[src/rtl/wdt_prescaled.sv]
module wdt_prescaled #(
  parameter int CNT_W      = 16,
  parameter int PRE_W      = 8,
  parameter int RST_CYCLES = 128,
  parameter int RESET_LOAD = 32'h8000
) (
  input  logic        clk,
  input  logic        rst_n,
  input  logic        bus_sel,
  input  logic        bus_wr,
  input  logic [3:0]  bus_addr,
  input  logic [31:0] bus_wdata,
  output logic [31:0] bus_rdata,
  input  logic        dbg_ack,
  output logic        irq,
  output logic        rst_req
);
  localparam int DIV_W = 7;
  localparam int RC_W  = $clog2(RST_CYCLES + 1);

  logic             r_rst_en, r_irq_en, r_en, r_dbgmask;
  logic [1:0]       r_div;
  logic [PRE_W-1:0] r_pre;
  logic [CNT_W-1:0] data_q, cnt_q;
  logic [PRE_W-1:0] pre_cnt;
  logic [DIV_W-1:0] div_cnt, div_last;
  logic [RC_W-1:0]  rst_left;
  logic             irq_flag;
  logic             wr_ctrl, wr_data, wr_cnt, wr_clr;
  logic             pre_tick, tick, expire, muted;

  assign wr_ctrl  = bus_sel & bus_wr & (bus_addr[3:2] == 2'd0);
  assign wr_data  = bus_sel & bus_wr & (bus_addr[3:2] == 2'd1);
  assign wr_cnt   = bus_sel & bus_wr & (bus_addr[3:2] == 2'd2);
  assign wr_clr   = bus_sel & bus_wr & (bus_addr[3:2] == 2'd3);

  assign div_last = DIV_W'((8'd16 << r_div) - 8'd1);
  assign pre_tick = r_en & (pre_cnt == r_pre);
  assign tick     = pre_tick & ((div_cnt & div_last) == div_last);
  assign expire   = tick & (cnt_q == '0) & ~wr_cnt;
  assign muted    = r_dbgmask & dbg_ack;
  assign irq      = irq_flag & ~muted;
  assign rst_req  = (rst_left != '0) & ~muted;

  always_ff @(posedge clk or negedge rst_n) begin
    if (!rst_n) begin
      r_rst_en  <= 1'b0;
      r_irq_en  <= 1'b0;
      r_en      <= 1'b0;
      r_dbgmask <= 1'b0;
      r_div     <= '0;
      r_pre     <= '0;
    end else if (wr_ctrl) begin
      r_rst_en  <= bus_wdata[0];
      r_irq_en  <= bus_wdata[2];
      r_div     <= bus_wdata[4:3];
      r_en      <= bus_wdata[5];
      r_pre     <= bus_wdata[8 +: PRE_W];
      r_dbgmask <= bus_wdata[16];
    end
  end

  always_ff @(posedge clk or negedge rst_n) begin
    if (!rst_n) begin
      pre_cnt <= '0;
      div_cnt <= '0;
    end else if (!r_en) begin
      pre_cnt <= '0;
      div_cnt <= '0;
    end else if (pre_tick) begin
      pre_cnt <= '0;
      div_cnt <= div_cnt + 1'b1;
    end else begin
      pre_cnt <= pre_cnt + 1'b1;
    end
  end

  always_ff @(posedge clk or negedge rst_n) begin
    if (!rst_n) begin
      data_q <= CNT_W'(RESET_LOAD);
      cnt_q  <= CNT_W'(RESET_LOAD);
    end else begin
      if (wr_data) data_q <= bus_wdata[CNT_W-1:0];
      if (wr_cnt)      cnt_q <= bus_wdata[CNT_W-1:0];
      else if (expire) cnt_q <= data_q;
      else if (tick)   cnt_q <= cnt_q - 1'b1;
    end
  end

  always_ff @(posedge clk or negedge rst_n) begin
    if (!rst_n) begin
      irq_flag <= 1'b0;
      rst_left <= '0;
    end else begin
      if (expire && r_irq_en) irq_flag <= 1'b1;
      else if (wr_clr)        irq_flag <= 1'b0;
      if (expire && r_rst_en)   rst_left <= RC_W'(RST_CYCLES);
      else if (rst_left != '0) rst_left <= rst_left - 1'b1;
    end
  end

  always_comb begin
    case (bus_addr[3:2])
      2'd0:    bus_rdata = {15'b0, r_dbgmask, (8)'(r_pre), 2'b0, r_en, r_div, r_irq_en, 1'b0, r_rst_en};
      2'd1:    bus_rdata = 32'(data_q);
      2'd2:    bus_rdata = 32'(cnt_q);
      default: bus_rdata = '0;
    endcase
  end
endmodule


[config.mk]
export PLATFORM = sky130hd
export DESIGN_NAME = wdt_prescaled
export DESIGN_NICKNAME = d
export VERILOG_FILES = /design/src/rtl/wdt_prescaled.sv
export SDC_FILE = /design/constraint.sdc
export NUM_CORES = 1
export LEC_CHECK = 0
export ABC_CLOCK_PERIOD_IN_PS = 2000
export BUFFER_PORTS_ARGS = -buffer_cell sky130_fd_sc_hd__buf_4
export CAP_MARGIN = 25
export CORE_UTILIZATION = 30
export DETAILED_ROUTE_END_ITERATION = 10
export GPL_TIMING_DRIVEN = 0
export MAX_ROUTING_LAYER = met4
export PLACE_DENSITY = 0.62
export SLEW_MARGIN = 20
export SYNTH_ARGS = -nofsm -noshare
export SYNTH_HDL_FRONTEND = slang
export SYNTH_SLANG_ARGS = --single-unit
[constraint.sdc]
create_clock -name clk -period 2 [get_ports clk]
set_clock_uncertainty 0.05 [all_clocks]
set_input_delay 0.4 -clock clk [delete_from_list [all_inputs] [get_ports clk]]
set_output_delay 0.4 -clock clk [all_outputs]
set_load 0.01 [all_outputs]
==> results.py <==
metrics = {
    "sta": {
        "max_slew_margin_vs_limit": 0.388,
        "fmaxAchievable_ghz": 0.443,
        "drv_slew": 0,
        "finalHoldViolations": 0,
        "fin_ws_ps": -256,
        "timing.setup.tns_ps": -1650,
        "fin_crit_ps": 2260,
        "fin_crit_sh": 1.13,
        "timing.final.setup_violations": 26,
        "worst_margin_pin_slew_ps": 919,
        "setup_repair_after_global_routing_missed_its_margin": "yes",
    },
    "job": {
        "drv_cap": 0,
    },
    "logic_synthesis": {
        "post_synth.cell_area_avg_um2": 9.74,
        "yosys.area.top_type": "dfrtp_1",
        "ys_seq_area_frac": 0.429,
        "synth_seq_cells": 70,
        "synth-edff-count": 0,
        "post_synthesis_cell_area_mm2": 0.00409,
        "yosys.cell_types.count": 50,
        "synth.top_cell.area_share": 0.416,
        "post_synth_inst_count": 420,
        "async_flop_share": 1.00,
        "synth_top_cells_by_area": "dfrtp_1, mux2_2, xor2_1",
        "synth.yosys.warnings": 0,
        "postSynth.topFlopCell": "dfrtp_1",
    },
    "power": {
        "post-layout-total-power_mw": 4.65,
        "p_leak_nw": 2.42,
        "vdd.ir_drop.worst_v": 0.000402,
        "power_per_cell_area_mw_per_mm2": 848,
    },
    "clocking": {
        "cts.path.max_buffers": 2,
        "clk_latency_ps": 340,
        "number_of_clock_sinks": 70,
        "cts.reportedPaths.clkPinSlew_ps": 50,
        "hold_buffers": 0,
        "clock-root-buffer": "clkbuf_16",
        "clock_tree_from_tritoncts": "done",
        "h-tree-depth": 3,
        "tritoncts.num_buffers": 9,
    },
    "grt": {
        "maximum_number_of_pins_on_one_net_before_global_route_repair": 71,
        "groute.usage.overall": 0.170,
        "antenna_found_initial": 0,
        "global_route.overflow_total": 0,
        "global_route_wire_length_before_repair_um": 18200,
        "first_global_vias": 3468,
    },
    "routing": {
        "antenna_left": 0,
        "dr.first_iter.drc_count": 199,
        "vias_per_cell": 5.06,
        "avgRoutedWirePerCell_um": 16.4,
        "num_vias": 3429,
        "first_pass_iters": 5,
        "drcViolationCount": 0,
        "finalWirelength_um": 11100,
    },
    "place": {
        "number_of_buffers_inserted_by_port_buffering": 40,
        "dp_slack_ps": -646,
        "dp.cells": 650,
        "weighted_congestion_reported_at_the_end_of_routability_driven_placement": 0.854,
        "detailed_place_hpwl_um": 7290,
    },
    "setup_path": {
        "worst_setup_path_end_kind": "primary output",
        "critical-path-max-stage-delay_ps": 570,
        "cp-start-kind": "register",
        "critical_path_rt_ps": 1550,
        "worst_path_max_delay_cell": "or4_4",
        "critical_path_fanouts_max": 3,
        "worst-path-buf-inv": 1,
        "cpLargestDelayFamily": "simple AND/OR/NAND/NOR gates",
        "timing.critical_path.cells": "or4_4 -> nor4b_4 -> a21oi_1 -> buf_4",
        "type_of_the_worst_setup_path": "register to primary output",
        "cp.arrival_ps": 1810,
    },
    "floorplanning": {
        "core_region_area_mm2": 0.0132,
        "top_level_ports": 75,
        "die_boundary_height_um": 119,
        "die_w_um": 119,
        "start_util": 0.309,
        "floorplan.rows": 42,
        "die_area_mm2": 0.0141,
    },
    "min_path": {
        "hold_path_class": "input port to async pin",
    },
    "final_layout": {
        "final_common_cell": "dfrtp_1",
        "final_cell_count_no_fill": 678,
        "layout-area-overhead-vs-synth_pct": 33.9,
        "final_util": 0.414,
        "n_fill_cell": 1287,
        "number_of_nets_in_the_finished_design": 544,
        "antenna-diode-count": 0,
        "post_route_cells_drive_above_1_share": 0.371,
        "final_cell_mix": "dfrtp_1, buf_4, nand2_1",
    },
    "status": {
        "violations": "setup timing",
        "outcome": "finished, violations left",
    },
}
-- layout make-up --
type	instances	area, um^2	area share
buffer	37	263	0.0480
clock buffer	11	233	0.0425
clock inverter	5	75.1	0.0137
inverter	5	18.8	0.00343
multi-input combinational	320	2440	0.446
sequential	70	1760	0.321
tap	176	220	0.0402
timing repair buffer	54	468	0.0854
-- repair_timing --
action	4_1_cts	5_1_grt
setup buffers	9	3
gates resized for setup	62	37
cloned	2	0
setup endpoints to repair	61	56
pin swaps	40	13
endpoints found under the hold margin	0	0
-- state kept, by name, summed over array words and instances, names as in the netlist, 2 cells and up --
signal,flops
cnt_q,16
r_pre,8
pre_cnt,8
r_div,2
data_q,16
rst_left,8
div_cnt,7
-- worst register-to-register path: stages (launching register included) --
cell     delay [ps]
dfrtp_1         410
xor2_1          170
nor4_2          390
nand2_2         110
or4_4           490
buf_8           170
a22oi_2         140
o21ai_1          90
-- per-layer routing --
layer | vias to the layer above | routed length (um) | GRT usage
met5 | - | 0 | -
met4 | 0 | 167 | 0.0514
met3 | 18 | 722 | 0.0401
met2 | 108 | 5420 | 0.269
met1 | 1695 | 4820 | 0.216
li1 | 1608 | - | -
-- metrics by stage --
step	hold WS, ps	cell area [um^2]
floorplan	54.4	4160
global placement	435	4680
detailed placement	434	4680
CTS	190	5340
global route	234	5480
finish	135	5480
-- synthesized netlist by cell type, drive strengths merged (2+ instances only) --
cell type,number
and3,6
a21boi,4
mux2,30
inv,5
dfrtp,68
nor4b,2
or3,2
xnor2,9
o211ai,8
o21ai,30
nand4b,2
nand3,13
a22o,3
ha,6
a21oi,18
nor3,8
nand4,4
xor2,27
nor2b,4
buf,21
and2,5
nor4,8
mux2i,14
clkbuf,18
nor2,31
nand2,44
dfstp,2
or4,5
nor3b,2
nand3b,2
nand2b,3
a2bb2oi,6
-- where the power goes --
part	switching (mW)	leakage (nW)	internal, mW
registers	0.285	0.850	1.64
logic	0.510	1.41	0.532
clock network	0.596	0.153	1.09
total	1.39	2.42	3.26
-- final timing paths --
kind                             end  slack (ps)  depth (start not counted)          start
hold reg to reg             irq_flag         440                          1       irq_flag
setup reg to reg            cnt_q[1]        -130                          7       r_pre[2]
hold / removal             data_q[2]         140                          1          rst_n
setup / recovery             rst_req        -260                          4    rst_left[5]
min in group clk           cnt_q[10]         240                          3  bus_wdata[10]
max in group asynchronous   cnt_q[3]        1110                          1          rst_n
-- cell families after synthesis --
group,Yosys count,share of synthesized area
flops,70,0.429
simple gates,142,0.185
buf+inv,44,0.0563
mux,44,0.117
fa+ha+maj,6,0.0184
other cells,1,0.000917
xor+xnor,36,0.0771
compound gates,77,0.116
Note: power is estimated with default switching activity, not from simulation.
